**src/rtl/wsa_pkg.sv**
```systemverilog
package wsa_pkg;
  typedef enum logic [1:0] {ST_IDLE, ST_WCTRL, ST_WADDR, ST_DONE} wsa_state_e;
  // control word layout decoded by the match unit
  localparam int EN_STRIDE   = 2;
  localparam int EXACT_BIT   = 8;
  localparam int RSVD_LO     = 10;
  localparam int RSVD_HI     = 15;
  localparam int FIELD_BASE  = 16;
  localparam int FIELD_W     = 4;
endpackage

```
**src/rtl/wsa_slot_cmp.sv**
```systemverilog
module wsa_slot_cmp #(
  parameter int ADDR_W = 32,
  parameter int CODE_W = 4
) (
  input  logic [1:0]        en_bits,
  input  logic [ADDR_W-1:0] slot_addr,
  input  logic [CODE_W-1:0] slot_code,
  input  logic [ADDR_W-1:0] req_addr,
  input  logic [CODE_W-1:0] req_code,
  output logic              occupied,
  output logic              hit
);
  always_comb begin
    occupied = |en_bits;
    hit      = occupied && (slot_addr == req_addr) && (slot_code == req_code);
  end
endmodule

```
**src/rtl/wsa_lowest.sv**
```systemverilog
module wsa_lowest #(
  parameter int N = 4,
  localparam int IW = (N > 1) ? $clog2(N) : 1
) (
  input  logic [N-1:0]  vec,
  output logic          found,
  output logic [IW-1:0] idx
);
  always_comb begin
    found = 1'b0;
    idx   = '0;
    for (int i = N - 1; i >= 0; i--) begin
      if (vec[i]) begin
        found = 1'b1;
        idx   = IW'(i);
      end
    end
  end
endmodule

```
**src/rtl/watch_slot_alloc.sv**
```systemverilog
module watch_slot_alloc
  import wsa_pkg::*;
#(
  parameter int NUM_SLOTS = 4,
  parameter int ADDR_W    = 32,
  parameter int CODE_W    = 4,
  parameter int CNT_W     = 8,
  parameter int CTRL_W    = 32,
  localparam int SLOT_W   = (NUM_SLOTS > 1) ? $clog2(NUM_SLOTS) : 1,
  localparam int DATA_W   = (ADDR_W > CTRL_W) ? ADDR_W : CTRL_W
) (
  input  logic                 clk,
  input  logic                 rst,
  input  logic                 init,
  input  logic                 req_valid,
  output logic                 req_ready,
  input  logic                 req_remove,
  input  logic [ADDR_W-1:0]    req_addr,
  input  logic [CODE_W-1:0]    req_code,
  input  logic [NUM_SLOTS-1:0] hit_in,
  output logic                 done,
  output logic                 ok,
  output logic                 wr_valid,
  output logic                 wr_is_addr,
  output logic [SLOT_W-1:0]    wr_slot,
  output logic [DATA_W-1:0]    wr_data,
  output logic [CTRL_W-1:0]    ctrl_word,
  output logic [NUM_SLOTS-1:0] status_word
);
  localparam logic [CNT_W-1:0] CNT_ONE = CNT_W'(1);
  localparam logic [CNT_W-1:0] CNT_MAX = '1;

  wsa_state_e            state_q;
  logic [ADDR_W-1:0]     addr_q [NUM_SLOTS];
  logic [CNT_W-1:0]      cnt_q  [NUM_SLOTS];
  logic [CTRL_W-1:0]     ctrl_q;
  logic [NUM_SLOTS-1:0]  stat_q;
  logic [SLOT_W-1:0]     cur_q;

  logic [NUM_SLOTS-1:0]  occ_v, hit_v;
  logic                  m_found, v_found;
  logic [SLOT_W-1:0]     m_idx, v_idx;
  logic [CTRL_W-1:0]     claim_word, release_word;

  genvar g;
  generate
    for (g = 0; g < NUM_SLOTS; g++) begin : g_slot
      wsa_slot_cmp #(.ADDR_W(ADDR_W), .CODE_W(CODE_W)) u_cmp (
        .en_bits  (ctrl_q[EN_STRIDE*g +: 2]),
        .slot_addr(addr_q[g]),
        .slot_code(ctrl_q[FIELD_BASE + FIELD_W*g +: CODE_W]),
        .req_addr (req_addr),
        .req_code (req_code),
        .occupied (occ_v[g]),
        .hit      (hit_v[g])
      );
      // a slot holds a nonzero use count exactly when it is enabled
      always @(posedge clk) begin
        if (!rst) AST_OCC_HAS_COUNT: assert (occ_v[g] == (cnt_q[g] != '0));
      end
    end
  endgenerate

  wsa_lowest #(.N(NUM_SLOTS)) u_pick_hit (.vec(hit_v),  .found(m_found), .idx(m_idx));
  wsa_lowest #(.N(NUM_SLOTS)) u_pick_vac (.vec(~occ_v), .found(v_found), .idx(v_idx));

  always_comb begin
    claim_word = ctrl_q;
    claim_word[EN_STRIDE*v_idx] = 1'b1;
    claim_word[EXACT_BIT] = 1'b1;
    claim_word[FIELD_BASE + FIELD_W*v_idx +: FIELD_W] = FIELD_W'(req_code);
    claim_word[RSVD_HI:RSVD_LO] = '0;
    release_word = ctrl_q;
    release_word[EN_STRIDE*m_idx +: 2] = 2'b00;
  end

  always_ff @(posedge clk) begin
    if (rst || init) begin
      state_q    <= ST_IDLE;
      ctrl_q     <= '0;
      stat_q     <= '0;
      cur_q      <= '0;
      done       <= 1'b0;
      ok         <= 1'b0;
      wr_valid   <= 1'b0;
      wr_is_addr <= 1'b0;
      wr_slot    <= '0;
      wr_data    <= '0;
      for (int i = 0; i < NUM_SLOTS; i++) begin
        addr_q[i] <= '0;
        cnt_q[i]  <= '0;
      end
    end else begin
      done     <= 1'b0;
      wr_valid <= 1'b0;
      stat_q   <= stat_q | hit_in;
      case (state_q)
        ST_IDLE: if (req_valid) begin
          if (!req_remove) begin
            if (m_found) begin
              if (cnt_q[m_idx] != CNT_MAX) cnt_q[m_idx] <= cnt_q[m_idx] + CNT_ONE;
              done <= 1'b1;
              ok   <= 1'b1;
            end else if (v_found) begin
              addr_q[v_idx] <= req_addr;
              cnt_q[v_idx]  <= CNT_ONE;
              ctrl_q        <= claim_word;
              cur_q         <= v_idx;
              state_q       <= ST_WCTRL;
            end else begin
              done <= 1'b1;
              ok   <= 1'b0;
            end
          end else begin
            if (m_found) begin
              if (cnt_q[m_idx] == CNT_ONE) begin
                addr_q[m_idx] <= '0;
                cnt_q[m_idx]  <= '0;
                ctrl_q        <= release_word;
                cur_q         <= m_idx;
                state_q       <= ST_WCTRL;
              end else begin
                cnt_q[m_idx] <= cnt_q[m_idx] - CNT_ONE;
                done <= 1'b1;
                ok   <= 1'b1;
              end
            end else begin
              done <= 1'b1;
              ok   <= 1'b0;
            end
          end
        end
        ST_WCTRL: begin
          wr_valid   <= 1'b1;
          wr_is_addr <= 1'b0;
          wr_slot    <= cur_q;
          wr_data    <= DATA_W'(ctrl_q);
          state_q    <= ST_WADDR;
        end
        ST_WADDR: begin
          wr_valid   <= 1'b1;
          wr_is_addr <= 1'b1;
          wr_slot    <= cur_q;
          wr_data    <= DATA_W'(addr_q[cur_q]);
          state_q    <= ST_DONE;
        end
        default: begin
          done    <= 1'b1;
          ok      <= 1'b1;
          state_q <= ST_IDLE;
        end
      endcase
    end
  end

  assign req_ready   = (state_q == ST_IDLE);
  assign ctrl_word   = ctrl_q;
  assign status_word = stat_q;

  AST_RSVD_CLEAR: assert property (@(posedge clk) disable iff (rst)
    ctrl_q[RSVD_HI:RSVD_LO] == '0);
  AST_CTRL_THEN_ADDR: assert property (@(posedge clk) disable iff (rst || init)
    (wr_valid && !wr_is_addr) |=> (wr_valid && wr_is_addr));
  AST_ADDR_THEN_DONE: assert property (@(posedge clk) disable iff (rst || init)
    (wr_valid && wr_is_addr) |=> (done && ok));
  AST_FAIL_KEEPS_CTRL: assert property (@(posedge clk) disable iff (rst)
    (done && !ok) |-> $stable(ctrl_q));
  AST_STATUS_STICKY: assert property (@(posedge clk) disable iff (rst || init)
    (status_word != '0) |=> ((status_word & $past(status_word)) == $past(status_word)));
endmodule

```
**config.mk**
```make
export PLATFORM = sky130hd
export DESIGN_NAME = watch_slot_alloc
export DESIGN_NICKNAME = d
export VERILOG_FILES = /design/src/rtl/wsa_pkg.sv /design/src/rtl/wsa_slot_cmp.sv /design/src/rtl/wsa_lowest.sv /design/src/rtl/watch_slot_alloc.sv
export SDC_FILE = /design/constraint.sdc
export NUM_CORES = 1
export LEC_CHECK = 0
export ABC_CLOCK_PERIOD_IN_PS = 6700
export CORE_ASPECT_RATIO = 0.75
export CORE_MARGIN = 3
export CORE_UTILIZATION = 52
export DETAILED_ROUTE_END_ITERATION = 8
export HOLD_SLACK_MARGIN = 0.1
export PLACE_DENSITY = 0.77
export SYNTH_ARGS = -nofsm -noshare
export SYNTH_HDL_FRONTEND = slang
export SYNTH_HIERARCHICAL = 1
export SYNTH_SLANG_ARGS = --single-unit
```
**constraint.sdc**
```tcl
create_clock -name clk -period 6.7 [get_ports clk]
set_clock_uncertainty 0.2 [all_clocks]
set_input_delay 1.34 -clock clk [delete_from_list [all_inputs] [get_ports clk]]
set_output_delay 1.34 -clock clk [all_outputs]
set_load 0.05 [all_outputs]
```
### Word-level counts from Yosys, hierarchy flattened

Memories as Yosys holds them, arrays and structs flattened. A register that Yosys moved wholly into a read port is not among the register bits.
Index checks and enable logic that the tools add are counted.
W data, S select, Z words.

* ROM bits: 0
* bits of input ports: 45
* word-level logic and storage cells: 175
* memories kept: 2
* output and inout bits: 75
* flip-flop bits (word level): 78
* latch bits: 0
* RAM bits: 160

Memories
* addr_q: words 4, width 32, read ports 5, clocked after memory_dff 1, write ports 4, RTL line watch_slot_alloc.sv:34 `logic [ADDR_W-1:0] addr_q [NUM_SLOTS];`
* cnt_q: words 4, width 8, read ports 1, clocked after memory_dff 0, write ports 4, RTL line watch_slot_alloc.sv:35 `logic [CNT_W-1:0] cnt_q [NUM_SLOTS];`

* divide/modulo/power cells: 0
* order comparisons: 2
* shift-type cells: 4
* equality and inequality tests: 22
* $add $sub $neg: 5
* multiplexer cells: 99
* bitwise operators: 6
* reduce and logical (&&, ||, !) cells: 25
* $mul: 0

Operator list (count)
* $mux W32: 7
* $eq A32 B32 Y1: 4
* $bwmux W32: 2
* $pmux W32 S2: 1
* $reduce_or A32 Y1: 2
* $mux W1: 55
* $mux W2: 25
* $neg A3 Y34: 1
* $neg A6 Y34: 1
* $shift A2 B34 Y32 const A: 1
* $shift A4 B34 Y32 const A: 1
* $shiftx A2 B34 Y32 const A: 1
* $shiftx A4 B34 Y32: 1
* $mux W8: 4
* $or A32 B7 Y32: 1
* $eq A4 B4 Y1: 4
* $reduce_or A8 Y1: 2
* $reduce_or A2 Y1: 5
* $logic_and A1 B1 Y1: 9
* $add A8 B1 Y8 const B: 1
* $eq A8 B1 Y1 const B: 1
* $ne A4 B4 Y1 const B: 2
* $ne A8 B8 Y1 const B: 1
* $sub A8 B1 Y8 const B: 1
* 23 further kinds: 30

### Depth between registers and ports, before layout

An unclocked memory read counts as a cell.

* depth in word-level cells: 22
* mapped depth: 17
* gate-level depth less buffers: 14

### Hierarchy

Netlist, hierarchy kept.

Modules (own cells, without submodules)
* watch_slot_alloc: area each 10563.9 sq um, seq. area each 6246.0 sq um, cells an instance 884, times used 1
* wsa_slot_cmp: area each 411.6 sq um, seq. area each 0.0 sq um, cells an instance 50, times used 4
* wsa_lowest: area each 35.0 sq um, seq. area each 0.0 sq um, cells an instance 7, times used 2

### Worst setup path after synthesis

OpenSTA, ideal clock, no wires.

* kind: input -> register
* start point: input port req_code[1]
* end point: memory addr_q[3][0] (enable)
* setup time: 432 ps
* data arrival time: 6133 ps
* stages on the path: 16
* path slack: -65 ps
* required time: 6068 ps
* path buffers: 2
* path through: xor2_1 nor4_1 nand4_1 nor4_2 inv_1 a21oi_2 buf_6 clkbuf_8 mux4_2 inv_1 ha_1 inv_1 or3_1 nor3_4 nand3_1 a21oi_1

RTL lines
* from (decl): RTL line watch_slot_alloc.sv:19 `input logic [CODE_W-1:0] req_code,`
* to (decl): RTL line watch_slot_alloc.sv:34

==> run summary <==
Max VDD drop -> 176.9 uV
Hold Crit Class -> reg2reg
Min Tclk post-route -> 6191 ps
Yosys reg bits -> 232
Gr ovfl total -> 0
WL per Instance -> 21.60 um
Fraction of final layout cells sized beyond drive strength 1 -> 14.01%
Routed vias/inst -> 5.909
Fmax -> 161.5 MHz
Worst-path clk slew -> 60 ps
P_leak -> 5.404 nW
DR pass1 iterations -> 6
TritonCTS Buffers -> 25
DRC -> 0
Pwr/cell area -> 232.1 mW/mm^2
GPL Wtd Cong -> 0.9381
RR Startpoint -> addr_q[3][21]
Setup bufs post-CTS -> 0
Setup Viol. Count Final -> 0
Critical path arrival -> 6200 ps
Post-synth ARST share -> 0%
H-tree depth -> 1
RSZ-0062 raised after global routing -> false
Placed Cells -> 1496
Final hold vios -> 0
Crit path max fanout -> 32
# clock sinks -> 232
Outcome -> completed
Worst-Skew Late Latency -> 520 ps
Crit. Startpoint -> req_addr[21]
Critical Path RT -> 6710 ps
Max Slew Vio Count -> 0
Worst Max-Slew Pin Slew -> 809.4 ps
Hold_buf cts -> 0
Layout Nets -> 1284
Syn avg cell area -> 11.18 um^2
Initial Util -> 53.11%
Top FF cell, synth -> edfxtp_1
Max_cap viols -> 0
TritonCTS clock tree -> built
Routed Antenna Nets -> 0
Area grow syn2layout -> 19.75%
Post-Syn Instances -> 1098
Count leader, synth -> edfxtp_1
R2R depth -> 15
Vias in the first global route -> 8819
Initial DRC count -> 1180
Yosys warning total -> 6
Mapped cell area -> 0.01228 mm^2
Initial antenna violation count -> 1
Count of different cell masters after synthesis -> 67
Post-synth EDFFs -> 160
Worst hold slack -> 263.6 ps
Core Region -> 0.02312 mm^2
Max clock buf depth -> 3
Critical Path End Type -> flop
Row count -> 48
Startpoint Class -> input pin
Post-CTS sizing -> 0
Fin util -> 63.60%
I/O pins -> 120
Reg2Reg Setup Slack -> 1540 ps
Antenna cell count -> 0
Setup TNS -> 0 ps
Synth top cells by count -> edfxtp_1, nor2_1, xor2_1, nand2_1, dfxtp_1
CP Capture Point -> addr_q[2][26]
Total Die Area -> 0.02552 mm^2
Total GRT Usage -> 25.73%
IO buf count -> 111
Seq/Total Area, Yosys -> 50.86%
Rel. slew slack -> 46.04%
Non-filler instance count after layout -> 1542
Vias -> 9111
Worst Setup Path Type -> in2reg
Leading area contributor after synthesis -> edfxtp_1
Pin count of the biggest net entering global routing -> 69
Final period utilization -> 92.40%
Reg-to-Reg End -> addr_q[2][26]
First-pass GRT wire length -> 50540 um
Top cell type's share of synthesized area -> 39.12%
CTS root buf -> clkbuf_16
Fill count -> 1805
Chip width -> 183.5 um
Die Ht -> 139.1 um
Ranking of synthesized cells by area -> edfxtp_1, dfxtp_1, xor2_1
Detailed placement HPWL -> 23060 um
Routed WL -> 33310 um
==> kinds of logic (layout without fill, tap and decap cells) <==
family	count (synthesis)	in the layout	synth area share [%]
and+or+nand+nor	391	391	15.69
DFF	232	232	50.86
xor gates and xnor gates	144	144	10.27
AOI/OAI and AO/OA	127	127	7.203
buffers and inverters	117	252	4.442
muxes	70	70	9.873
adders and majority gates	16	16	1.630
other	1	10	0.03054
==> cells in the final DEF (no fill, tap or decap), drive strengths merged, types with 8 or more instances in the layout <==
master and instances:
nand2 82, clkinv 8, nor3 14, a211oi 32, edfxtp 160, a21oi 38
inv 56, nor2 177, conb 10, clkdlybuf4s50 111, a22oi 8, o21ai 15
clkbuf 32, dfxtp 72, ha 16, nand4 32, buf 40, nor4 36
mux4 40, xor2 124, mux2i 30, xnor2 20
==> final cells by class <==
class | count | area, um^2 | area share [%]
sequential | 232 | 6247 | 42.48
multi-input combinational | 758 | 5550 | 37.74
timing repair buffer | 151 | 1461 | 9.938
clock buffer | 32 | 703.2 | 4.782
tap | 300 | 375.4 | 2.553
inverter | 55 | 206.4 | 1.404
clock inverter | 14 | 161.4 | 1.098
==> power by group <==
part           internal [mW]  leakage, nW  switching [mW]
registers               1.59         2.36          0.0343
logic                  0.136         2.62           0.232
clock network          0.862        0.422           0.563
==> through the flow <==
step           power, mW  setup slack [ps]  instance area, um^2
3_3_place_gp       2.005             226.2                13840
2_1_floorplan      1.861             624.9                12320
5_1_grt            3.525             301.8                14710
3_5_place_dp       2.013             43.74                13840
4_1_cts            3.429             581.0                14710
6_report           3.413             509.5                14710
==> worst min path at each step <==
stage                   startpoint  cells after the start              to  slack, ps
floorplan               state_q[1]                      2      state_q[1]        250
finish              status_word[3]                      2  status_word[3]        260
global route        status_word[2]                      2  status_word[2]        300
global placement    status_word[1]                      2  status_word[1]        240
CTS                 status_word[0]                      2  status_word[0]        270
detailed placement  status_word[0]                      2  status_word[0]        250
==> registers in the layout (all words and copies together) (netlist names), named ones only <==
register and cells:
addr_q 128, cnt_q 32, wr_data 32, ctrl_word 24
status_word 4, cur_q 2, state_q 2, wr_slot 2
done 1, ok 1, wr_is_addr 1, wr_valid 1
==> worst max-delay path: stages <==
cell             delay (ps)
clkdlybuf4s50_1         550
xor2_1                  220
nor4_1                  490
buf_4                   210
nand4_1                 150
nor4_2                  350
nand2b_1                110
a21oi_2                 260
buf_4                   230
mux4_1                  640
or4_1                   540
buf_4                   210
nor4_1                  390
o21ai_2                  90
nand2_1                 120
buf_12                  240
==> routing by layer <==
layer | global-route usage, % | up-vias | routed length, um
li1 | - | 4193 | -
met1 | 37.41 | 4433 | 14320
met2 | 37.45 | 429 | 14360
met3 | 7.840 | 54 | 3852
met4 | 7.412 | 2 | 769
met5 | 0 | - | 13
No activity file was read; power rests on OpenSTA's default activity.
